$ cat src/rtl/srp_pkg.sv
package srp_pkg;

    localparam int WORD_W  = 24;
    localparam int SHORT_W = 16;
    localparam int CH_W    = 2;
    localparam int NUM_CH  = 1 << CH_W;
    localparam int CNT_W   = $clog2(WORD_W + 1);

    localparam logic [2:0] MODE_ZERO_COEF = 3'b110;
    localparam logic [2:0] MODE_FULL_COEF = 3'b111;

    typedef struct packed {
        logic [2:0]  mode;
        logic [2:0]  gain;
        logic [1:0]  chan;
        logic        wlen;
        logic [2:0]  flags;
        logic [11:0] rate;
    } ctrl_t;

    typedef enum logic [1:0] {
        TGT_CTRL = 2'd0,
        TGT_DATA = 2'd1,
        TGT_ZERO = 2'd2,
        TGT_FULL = 2'd3
    } target_e;

    function automatic target_e route(input logic addr_hi, input logic [2:0] mode);
        if (!addr_hi)                     return TGT_CTRL;
        else if (mode == MODE_ZERO_COEF)  return TGT_ZERO;
        else if (mode == MODE_FULL_COEF)  return TGT_FULL;
        else                              return TGT_DATA;
    endfunction

    function automatic logic [WORD_W-1:0] data_word(input logic [WORD_W-1:0] res,
                                                    input logic wlen);
        if (wlen) return res;
        return {res[WORD_W-1 -: SHORT_W], {(WORD_W-SHORT_W){1'b0}}};
    endfunction

endpackage

$ cat src/rtl/srp_wr_shifter.sv
module srp_wr_shifter #(
    parameter int W = 24
) (
    input  logic         clk,
    input  logic         rst,
    input  logic         frame_start,
    input  logic         frame_end,
    input  logic         bit_strobe,
    input  logic         sdi,
    output logic         commit,
    output logic [W-1:0] word
);
    localparam int CW = $clog2(W + 1);
    localparam logic [CW-1:0] FULL = CW'(W);

    logic [CW-1:0] cnt;
    logic [W-1:0]  sh;

    always_ff @(posedge clk) begin
        if (rst) begin
            cnt <= '0;
            sh  <= '0;
        end else if (frame_start) begin
            cnt <= '0;
        end else if (bit_strobe && cnt != FULL) begin
            sh  <= {sh[W-2:0], sdi};
            cnt <= cnt + 1'b1;
        end
    end

    assign commit = frame_end && (cnt == FULL);
    assign word   = sh;

    p_cnt_cap_r4: assert property (@(posedge clk) disable iff (rst)
        cnt <= FULL);

    p_extra_clk_ignored_r4: assert property (@(posedge clk) disable iff (rst)
        (bit_strobe && !frame_start && cnt == FULL) |=> $stable(sh));

endmodule

$ cat src/rtl/srp_rd_shifter.sv
module srp_rd_shifter #(
    parameter int W = 24
) (
    input  logic         clk,
    input  logic         rst,
    input  logic         load,
    input  logic [W-1:0] load_word,
    input  logic         shift,
    output logic         sdo_bit
);
    logic [W-1:0] sh;

    always_ff @(posedge clk) begin
        if (rst)        sh <= '0;
        else if (load)  sh <= load_word;
        else if (shift) sh <= {sh[W-2:0], 1'b0};
    end

    assign sdo_bit = sh[W-1];

    p_first_bit_msb_r5: assert property (@(posedge clk) disable iff (rst)
        load |=> (sdo_bit == $past(load_word[W-1])));

endmodule

$ cat src/rtl/srp_coef_bank.sv
module srp_coef_bank #(
    parameter int W    = 24,
    parameter int IDXW = 2
) (
    input  logic            clk,
    input  logic            rst,
    input  logic            we,
    input  logic [IDXW-1:0] idx,
    input  logic [W-1:0]    wdata,
    output logic [W-1:0]    rdata
);
    localparam int N = 1 << IDXW;

    logic [W-1:0] ent [N];

    for (genvar g = 0; g < N; g++) begin : g_ent
        always_ff @(posedge clk) begin
            if (rst)                         ent[g] <= '0;
            else if (we && idx == IDXW'(g))  ent[g] <= wdata;
        end

        p_entry_hold_r7: assert property (@(posedge clk) disable iff (rst)
            !(we && idx == IDXW'(g)) |=> $stable(ent[g]));
    end

    assign rdata = ent[idx];

endmodule

$ cat src/rtl/ser_reg_port.sv
module ser_reg_port
    import srp_pkg::*;
(
    input  logic              clk,
    input  logic              rst,
    input  logic              sclk,
    input  logic              sdi,
    input  logic              tx_n,
    input  logic              rx_n,
    input  logic              addr_hi,
    input  logic [WORD_W-1:0] conv_result,
    output logic              sdo,
    output logic [WORD_W-1:0] ctrl_word
);
    logic    sclk_q, tx_q, rx_q;
    ctrl_t   ctrl_q;
    target_e wr_tgt_q;

    always_ff @(posedge clk) begin
        if (rst) begin
            sclk_q <= 1'b1;
            tx_q   <= 1'b1;
            rx_q   <= 1'b1;
        end else begin
            sclk_q <= sclk;
            tx_q   <= tx_n;
            rx_q   <= rx_n;
        end
    end

    logic sclk_rise, sclk_fall;
    logic wr_start, wr_end, wr_bit;
    logic rd_start, rd_shift;

    assign sclk_rise = sclk & ~sclk_q;
    assign sclk_fall = ~sclk & sclk_q;
    assign wr_start  = tx_q & ~tx_n;
    assign wr_end    = ~tx_q & tx_n;
    assign wr_bit    = sclk_rise & ~tx_n & ~tx_q;
    assign rd_start  = rx_q & ~rx_n;
    assign rd_shift  = sclk_fall & ~rx_n & ~rx_q;

    // Write path
    logic              commit;
    logic [WORD_W-1:0] wr_word;

    srp_wr_shifter #(.W(WORD_W)) u_wr (
        .clk         (clk),
        .rst         (rst),
        .frame_start (wr_start),
        .frame_end   (wr_end),
        .bit_strobe  (wr_bit),
        .sdi         (sdi),
        .commit      (commit),
        .word        (wr_word)
    );

    always_ff @(posedge clk) begin
        if (rst)           wr_tgt_q <= TGT_CTRL;
        else if (wr_start) wr_tgt_q <= route(addr_hi, ctrl_q.mode);
    end

    always_ff @(posedge clk) begin
        if (rst)                                ctrl_q <= '0;
        else if (commit && wr_tgt_q == TGT_CTRL) ctrl_q <= ctrl_t'(wr_word);
    end

    // Coefficient banks
    logic [WORD_W-1:0] zero_rd, full_rd;
    logic              zero_we, full_we;

    assign zero_we = commit && (wr_tgt_q == TGT_ZERO);
    assign full_we = commit && (wr_tgt_q == TGT_FULL);

    srp_coef_bank #(.W(WORD_W), .IDXW(CH_W)) u_zero (
        .clk   (clk),
        .rst   (rst),
        .we    (zero_we),
        .idx   (ctrl_q.chan),
        .wdata (wr_word),
        .rdata (zero_rd)
    );

    srp_coef_bank #(.W(WORD_W), .IDXW(CH_W)) u_full (
        .clk   (clk),
        .rst   (rst),
        .we    (full_we),
        .idx   (ctrl_q.chan),
        .wdata (wr_word),
        .rdata (full_rd)
    );

    // Read path
    target_e           rd_tgt;
    logic [WORD_W-1:0] rd_word;
    logic              rd_bit;

    always_comb begin
        rd_tgt = route(addr_hi, ctrl_q.mode);
        unique case (rd_tgt)
            TGT_CTRL: rd_word = ctrl_q;
            TGT_ZERO: rd_word = zero_rd;
            TGT_FULL: rd_word = full_rd;
            default:  rd_word = data_word(conv_result, ctrl_q.wlen);
        endcase
    end

    srp_rd_shifter #(.W(WORD_W)) u_rd (
        .clk       (clk),
        .rst       (rst),
        .load      (rd_start),
        .load_word (rd_word),
        .shift     (rd_shift),
        .sdo_bit   (rd_bit)
    );

    assign sdo       = rd_bit & ~rx_q;
    assign ctrl_word = ctrl_q;

    p_reset_zero_r1: assert property (@(posedge clk)
        rst |=> (ctrl_word == '0));

    p_ctrl_commit_only_r3: assert property (@(posedge clk) disable iff (rst)
        !(commit && wr_tgt_q == TGT_CTRL) |=> $stable(ctrl_word));

    p_data_write_dropped_r10: assert property (@(posedge clk) disable iff (rst)
        (commit && wr_tgt_q == TGT_DATA) |=> $stable(ctrl_word));

    p_idle_sdo_low_r11: assert property (@(posedge clk) disable iff (rst)
        rx_q |-> !sdo);

endmodule

$ cat config.mk
export PLATFORM = sky130hd
export DESIGN_NAME = ser_reg_port
export DESIGN_NICKNAME = d
export VERILOG_FILES = /design/src/rtl/srp_pkg.sv /design/src/rtl/srp_wr_shifter.sv /design/src/rtl/srp_rd_shifter.sv /design/src/rtl/srp_coef_bank.sv /design/src/rtl/ser_reg_port.sv
export SDC_FILE = /design/constraint.sdc
export NUM_CORES = 1
export LEC_CHECK = 0
export ABC_AREA = 1
export BUFFER_PORTS_ARGS = -buffer_cell sky130_fd_sc_hd__buf_2
export CAP_MARGIN = 20
export CORE_ASPECT_RATIO = 0.9
export CORE_UTILIZATION = 39
export DETAILED_ROUTE_END_ITERATION = 8
export GPL_TIMING_DRIVEN = 1
export PLACE_DENSITY = 0.62
export SLEW_MARGIN = 10
export SYNTH_ARGS = -nofsm -noshare
export SYNTH_HDL_FRONTEND = slang
export SYNTH_HIERARCHICAL = 1
export SYNTH_SLANG_ARGS = --single-unit
$ cat constraint.sdc
create_clock -name clk -period 7.41 [get_ports clk]
set_clock_uncertainty 0.05 [all_clocks]
set_input_delay 1.1115 -clock clk [delete_from_list [all_inputs] [get_ports clk]]
set_output_delay 1.1115 -clock clk [all_outputs]
set_load 0.1 [all_outputs]
Word-level counts from Yosys, hierarchy flattened:

Memory sizes are Yosys's and may differ from the RTL's. A register that Yosys moved wholly into a read port is not among the register bits.
Cells that the tools add are included.

* input port bits: 31
* word-level logic and storage cells: 120
* memories kept: 2
* output and inout bits: 25
* register bits after elaboration: 82
* memory bits (writable): 192

* reduce and logical (&&, ||, !) cells: 20
* bitwise gates (word level): 25
* add/subtract/negate cells: 1
* multiplexer cells: 48
* equality and inequality tests: 11

Memories
* u_full.ent: words 4, width 24, read ports 1, clocked after memory_dff 1, wr ports 4, RTL line srp_coef_bank.sv:14 `logic [W-1:0] ent [N];`
* u_zero.ent: words 4, width 24, read ports 1, clocked after memory_dff 1, wr ports 4, RTL line srp_coef_bank.sv:14

Operators by type and width (count)
* $mux W24: 12
* $pmux W24 S3: 1
* $mux W1: 28
* $mux W2: 7
* $logic_and A1 B1 Y1: 13
* $eq A2 B2 Y1 const B: 6
* $and A1 B1 Y1: 10
* $or A1 B1 Y1: 8
* $not A1 Y1: 7
* $eq A3 B3 Y1 const B: 2
* $logic_not A2 Y1: 3
* $add A5 B1 Y5 const B: 1
* $eq A5 B5 Y1 const B: 1
* $ne A5 B5 Y1 const B: 1
* $reduce_or A3 Y1: 1
* $eq A2 B1 Y1 const B: 1
* $reduce_and A2 Y1: 1
* $reduce_bool A2 Y1: 1
* $reduce_or A2 Y1: 1

Logic depth before layout (Yosys ltp):

Gate-level depths: netlist (run 1).

* depth in word-level cells: 10
* mapped depth: 14
* gate-level depth less buffers: 11

Hierarchy:

Netlist (run 1), hierarchy kept.

By module, submodules not included
* srp_coef_bank: times used 2, cells each 477, sequential area each 2882.8 um^2, area an instance 4707.0 um^2
* ser_reg_port: times used 1, cells each 280, sequential area each 580.6 um^2, area an instance 1769.2 um^2
* srp_wr_shifter: times used 1, cells each 231, sequential area each 580.6 um^2, area an instance 1478.9 um^2
* srp_rd_shifter: times used 1, cells each 181, sequential area each 480.5 um^2, area an instance 1168.6 um^2

Worst setup path before layout (run 1):

No wires, ideal clock.

* kind: input to register
* start: input port tx_n
* end: memory u_zero.ent[1][0], enable pin
* path buffers: 1
* required time: 6.979 ns
* arrival time: 2.915 ns
* slack: 4.064 ns
* stages: 9
* setup time: 0.381 ns
* cells stage by stage: inv_1 > nor2_1 > inv_1 > nor2_1 > nand2_1 > nor2_1 > nand3_4 > buf_6 > nand2_1

RTL lines
* start, declared: RTL line ser_reg_port.sv:8 `input logic tx_n,`
* end, declared: RTL line srp_coef_bank.sv:14

==> results.py, run 1 <==
metrics = {
    "timing": {
        "tightestPinTransition_ns": 1.034,
        "period_needed_ns": 3.679,
        "slew_violations": 0,
        "hold_violations": 0,
        "min_period_over_period": 0.4965,
        "tns_ns": 0,
        "fin_hold_ws_ns": 0.4171,
        "slew_headroom": 0.3107,
        "fmax_ghz": 0.2718,
        "rsz0062_at_grt": "no",
        "setup_viol": 0,
        "timing.final.ws_setup_ns": 3.731,
    },
    "logic_synthesis": {
        "synth_edf_count": 192,
        "synth_cells": 1646,
        "ys_top_cells_by_area": "edfxtp_1, nand2_1, dfxtp_1, nor3_2, nor2_1",
        "synth_area_leader_cell": "edfxtp_1",
        "synthTopCellsByCount": "nand2_1, edfxtp_1, nor2_1",
        "syn-cell-area_sq_um": 13830,
        "synth_top_family_by_area": "simple AND/OR/NAND/NOR gates",
        "synthSimpleGateAreaFrac": 0.3601,
        "synthMuxAreaShare": 0,
        "syn_nets": 1679,
        "avgSynthCellArea_sq_um": 8.403,
        "synth-compound-area-share": 0.01303,
        "ys_ff_latch": 274,
        "yosysWarnings": 6,
        "synthXorXnorAreaFrac": 0,
        "synthAdderAreaFrac": 0.001809,
        "post-synth-top-count-cell": "nand2_1",
        "ys.flop_type": "edfxtp_1",
        "yosys.cell_types.count": 26,
        "async_flop_share": 0,
        "synth-seq-area-share": 0.5356,
        "yosysTopAreaCellShare": 0.4169,
    },
    "clocking": {
        "path_clk_slew_ns": 0.06,
        "clockBufferDepth": 3,
        "cts-root-buf": "clkbuf_16",
        "cts_setup_buffers": 0,
        "cts_made_buffers": 29,
        "htree_levels": 1,
        "clkLatencyLatePin_ns": 0.55,
        "hold_buffers": 0,
        "clkSinkCount": 274,
        "cts_tree": "yes",
        "cts_resized": 0,
    },
    "global_routing": {
        "grt_use_total": 0.2183,
        "antenna_found_initial": 0,
        "gr-total-overflow": 0,
        "grt_pass1_vias": 10410,
        "grt_max_degree": 67,
        "grt_pass1_wl_mm": 61.42,
    },
    "pwr": {
        "p_per_area_nw_per_um2": 222.9,
        "switching_share": 0.2229,
        "internal-power_mw": 2.636,
        "clockPowerShare": 0.447,
        "pwr-share-seq": 0.505,
        "vdd_drop_max_mv": 0.1466,
        "power_mw": 3.392,
        "combPwrFrac": 0.048,
        "p_leak_nw": 5.887,
        "power_switching_mw": 0.7560,
    },
    "detailed_routing": {
        "postRouteAntennaNets": 0,
        "wl_mm": 39.58,
        "firstDrtPassIters": 8,
        "vias": 11110,
        "drc": 0,
        "drt_iter0_drc": 1191,
        "routedWlPerCell_um": 18.50,
        "avgViaCountPerCell": 5.194,
    },
    "run": {
        "maxCapViolations": 0,
    },
    "placed_design": {
        "preCtsSetupSlack_ns": 3.028,
        "place_inst": 2083,
        "numPortBuffers": 55,
        "dp_hpwl_mm": 25.42,
        "dpl_cell_area_sq_um": 14170,
        "place.gp.congestion": 0.8418,
    },
    "floorplan": {
        "core_sq_um": 34970,
        "ios": 56,
        "dieArea_sq_um": 36220,
        "start_util": 0.3955,
        "fp.dieH_um": 180.7,
        "fp-row-count": 65,
        "die_x_um": 200.5,
    },
    "critical_path": {
        "crit_slowest_cell": "nand2_1",
        "critical_path_class": "reg -> reg",
        "reg2reg_from": "u_wr/cnt[0]",
        "path_cells": "inv_1 -> ha_1 -> nand2_1 -> inv_1 -> nand2_4 -> nor2_1 -> inv_1 -> nor2_1 -> nand3_4 -> nand2_1 -> buf_8",
        "r2r_setup_slack_ns": 3.73,
        "crit-reg2reg-capture": "u_full/ent[2][18]",
        "rr_worst_depth": 11,
        "cp_data_required_time_ns": 7.62,
        "worstSetupStartpointType": "register",
        "path_buf_inv": 4,
        "slowest_delay_ns": 0.67,
        "crit_fanout": 28,
        "critPathArrivalTime_ns": 3.89,
        "cp-end-kind": "register",
        "cp_top_family": "simple AND/OR/NAND/NOR gates",
        "crit_path_frequent_cell": "inv_1",
    },
    "worst_hold_path": {
        "min_path_type": "reg -> reg",
        "whs_path_depth": 2,
        "worstHoldStart": "u_rd/sh[0]",
        "timing.hold.worst_endpoint": "u_rd/sh[0]",
    },
    "finish": {
        "fillers": 3449,
        "layout.cells.non_filler": 2139,
        "design_area_sq_um": 15220,
        "antennaDiodeCount": 0,
        "drive_gt1_frac": 0.1311,
        "final_util": 0.4352,
        "final_nets": 1682,
        "area_growth_syn_to_layout_pct": 10.05,
    },
    "status": {
        "status": "completed",
    },
}
## layout make-up
type / count / area [sq um] / share of cell area
Clock buffer: 37 / 765.7 / 0.05031
Clock inverter: 15 / 209.0 / 0.01373
Inverter: 153 / 574.3 / 0.03773
Multi-Input combinational cell: 1115 / 5195 / 0.3413
Sequential cell: 274 / 7412 / 0.4870
Tap cell: 469 / 586.8 / 0.03855
Timing Repair Buffer: 76 / 478.0 / 0.03140
## cells in the final DEF (no fill, tap or decap)
cell type,Yosys,layout
nor2_1,183,182
clkbuf_1,24,7
nor3_2,76,76
ha_1,2,2
nor2_4,2,2
nor4_2,0,1
buf_8,0,3
clkinvlp_4,0,2
inv_8,0,1
edfxtp_1,192,192
buf_2,31,54
inv_2,6,6
buf_4,16,18
nand4_1,58,58
dfxtp_4,0,1
bufinv_16,0,5
clkinv_1,1,3
clkinv_2,0,4
nand3_4,9,9
nand2_1,614,614
nand2_4,1,1
dfxtp_1,82,80
nand3_1,111,111
o21ai_0,27,27
a21oi_1,9,9
clkinvlp_2,0,1
inv_1,146,146
nor3_1,20,20
buf_16,0,1
nor2_2,1,2
dfxtp_2,0,1
clkbuf_8,0,1
clkbuf_16,0,29
nand2_2,1,1
## power groups by stage
stage                     logic, mW  clock network, mW  registers, mW
after detailed placement      0.157                  0           1.75
after floorplan               0.107                  0           1.74
after global placement        0.155                  0           1.75
after global routing          0.181               1.59           1.72
after CTS                     0.158               1.53           1.71
final                         0.163               1.52           1.71
## per-layer routing
layer | part of all wire | global-route usage | routed length, um
met5 | 0 | 0 | 0
met2 | 0.44 | 0.3338 | 17350
met3 | 0.089 | 0.03309 | 3538
met4 | 0.028 | 0.06046 | 1111
met1 | 0.44 | 0.3198 | 17580
## flip-flops by register name, indices dropped and copies added, names as in the netlist
| name | flops |
|---|---|
| u_full/ent | 96 |
| u_zero/ent | 96 |
| ctrl_word | 24 |
| u_rd/sh | 24 |
| u_wr/word | 24 |
| u_wr/cnt | 5 |
| wr_tgt_q | 2 |
| rx_q | 1 |
| sclk_q | 1 |
| tx_q | 1 |
## worst max-delay path by stage
stage | depth (start not counted) | start | to
2_1_floorplan | 9 | tx_n | u_zero/ent[1][0]
3_3_place_gp | 9 | tx_n | u_zero/ent[2][7]
3_5_place_dp | 9 | tx_n | u_zero/ent[2][7]
4_1_cts | 10 | u_wr/cnt[0] | u_zero/ent[2][8]
5_1_grt | 11 | u_wr/cnt[0] | u_full/ent[2][21]
6_report | 11 | u_wr/cnt[0] | u_full/ent[2][18]
## logic make-up (layout without fill, tap and decap cells)
logic type	after synthesis	count (layout)
AND/OR/NAND/NOR	1077	1077
flip-flops	274	274
buffers and inverters	257	281
AO/OA/AOI/OAI	36	36
adder cells (fa/ha/maj)	2	2
## worst register-to-register path, delay by kind of cell (launching register included)
| kind | cells | cell delay [ns] |
|---|---|---|
| and+or+nand+nor | 6 | 2.35 |
| buffers and inverters | 4 | 0.51 |
| DFF | 1 | 0.34 |
| adders and majority gates | 1 | 0.15 |
Power figures use the tool's default switching activity.
==> run 2, diff against run 1 <==
==> constraint.sdc (replaced) <==
create_clock -name clk -period 3.7 [get_ports clk]
set_clock_uncertainty 0.05 [all_clocks]
set_input_delay 0.555 -clock clk [delete_from_list [all_inputs] [get_ports clk]]
set_output_delay 0.555 -clock clk [all_outputs]
set_load 0.1 [all_outputs]
==> results.py, run 2 (same netlist as run 1, synthesis figures left out) <==
metrics = {
    "finish": {
        "layout.cells.non_filler": 2159,
        "final_common_cell": "nand2_1",
        "final_nets": 1701,
        "drive_gt1_frac": 0.1414,
        "antennaDiodeCount": 0,
        "area_growth_syn_to_layout_pct": 11.13,
        "final_cell_mix": "nand2_1, edfxtp_1, nor2_1",
        "biggestRegsByFlops": "u_full/ent x96, u_zero/ent x96",
    },
    "global_routing": {
        "grt_max_degree": 44,
        "grt_pass1_vias": 10640,
        "grt_use_total": 0.2228,
        "antenna_found_initial": 1,
        "grt_pass1_wl_mm": 62.27,
        "gr-total-overflow": 0,
    },
    "status": {
        "status": "completed",
    },
    "clocking": {
        "cts-root-buf": "clkbuf_16",
        "cts_tree": "yes",
        "clkSinkCount": 274,
        "cts_resized": 0,
        "path_clk_slew_ns": 0.06,
        "cts_made_buffers": 29,
        "htree_levels": 1,
        "cts_setup_buffers": 0,
        "hold_buffers": 0,
        "clkLatencyLatePin_ns": 0.56,
        "clockBufferDepth": 3,
    },
    "timing": {
        "period_needed_ns": 2.961,
        "min_period_over_period": 0.8001,
        "fmax_ghz": 0.3378,
        "tns_ns": 0,
        "rsz0062_at_grt": "no",
        "hold_violations": 0,
        "slew_headroom": 0.4326,
        "tightestPinTransition_ns": 0.8499,
        "slew_violations": 0,
        "timing.final.ws_setup_ns": 0.7395,
        "setup_viol": 0,
    },
    "pwr": {
        "switching_share": 0.2182,
        "p_leak_nw": 6.000,
        "clockPowerShare": 0.446,
        "power_mw": 6.790,
        "pwr-share-seq": 0.505,
        "p_per_area_nw_per_um2": 441.8,
        "vdd_drop_max_mv": 0.2992,
        "power_switching_mw": 1.482,
        "internal-power_mw": 5.308,
        "combPwrFrac": 0.049,
    },
    "critical_path": {
        "cp_top_family": "simple AND/OR/NAND/NOR gates",
        "crit_fanout": 28,
        "critPathArrivalTime_ns": 3.16,
        "cp-end-kind": "register",
        "cp.depth": 12,
        "path_buf_inv": 5,
        "critical_path_class": "reg -> reg",
        "path_cells": "inv_1 -> ha_1 -> nand2_1 -> inv_1 -> nand2_4 -> nor2_1 -> inv_1 -> nor2_1 -> buf_4 -> nand2_1 -> nand2_1 -> buf_4",
        "slowest_delay_ns": 0.38,
        "rr_worst_depth": 12,
        "reg2reg_from": "u_wr/cnt[0]",
        "crit_path_start": "u_wr/cnt[0]",
        "cp_data_required_time_ns": 3.90,
        "worstSetupStartpointType": "register",
        "r2r_setup_slack_ns": 0.74,
        "crit_slowest_cell": "nand2_1",
    },
    "floorplan": {
        "die_x_um": 200.5,
        "fp-row-count": 65,
        "core_sq_um": 34970,
        "start_util": 0.3955,
        "fp.dieH_um": 180.7,
        "ios": 56,
        "dieArea_sq_um": 36220,
    },
    "detailed_routing": {
        "avgViaCountPerCell": 5.256,
        "wl_mm": 40.69,
        "vias": 11350,
        "drt_iter0_drc": 1055,
        "postRouteAntennaNets": 0,
        "drc": 0,
        "firstDrtPassIters": 6,
        "routedWlPerCell_um": 18.84,
    },
    "worst_hold_path": {
        "worstHoldStart": "tx_n",
        "min_path_type": "in -> reg",
        "whs_path_depth": 3,
    },
    "placed_design": {
        "numPortBuffers": 55,
        "dp_hpwl_mm": 26.56,
        "place_inst": 2106,
        "preCtsSetupSlack_ns": 0.7656,
        "place.gp.congestion": 0.8864,
    },
    "run": {
        "maxCapViolations": 0,
    },
}
run 2: path summary, 6_finish.rpt:
path	to
hold / removal	tx_q
setup / recovery	u_full/ent[3][20]
hold reg to reg	u_rd/sh[20]
setup reg to reg	u_full/ent[3][20]
run 2: power groups by stage:
stage | Combinational (mW) | Clock, mW | Sequential, mW
after floorplan | 0.215 | 0 | 3.48
after global placement | 0.325 | 0 | 3.49
after detailed placement | 0.331 | 0 | 3.49
after CTS | 0.332 | 3.07 | 3.43
after global routing | 0.367 | 3.18 | 3.44
final | 0.335 | 3.03 | 3.43
run 2: layout make-up:
type	count	area (sq um)
clock inverter	12	153.9
multi-input combinational	1115	5195
timing repair buffer	95	615.6
tap	469	586.8
fill	3465	19600
clock buffer	41	832.0
sequential	274	7412
inverter	153	574.3
run 2: metrics by stage:
stage	hold slack, ns	util	cell area, sq um
after floorplan	0.3835	-	13830
after global placement	0.4062	0.4113	14380
after detailed placement	0.4075	0.4113	14380
after CTS	0.1628	0.4395	15370
after global routing	0.2003	0.4395	15370
final	0.1790	0.4395	15370
run 2: tightest hold or removal path, stage by stage:
cell,delay (ns)
buf_2,0.10
inv_1,0.06
nand2_1,0.05
run 2: routing by layer:
layer	share of wire	global-route usage	up-vias
met4	0.025	0.06229	0
met3	0.084	0.03291	69
met5	0	0	-
met2	0.45	0.3458	448
li1	-	-	5345
met1	0.44	0.3226	5486
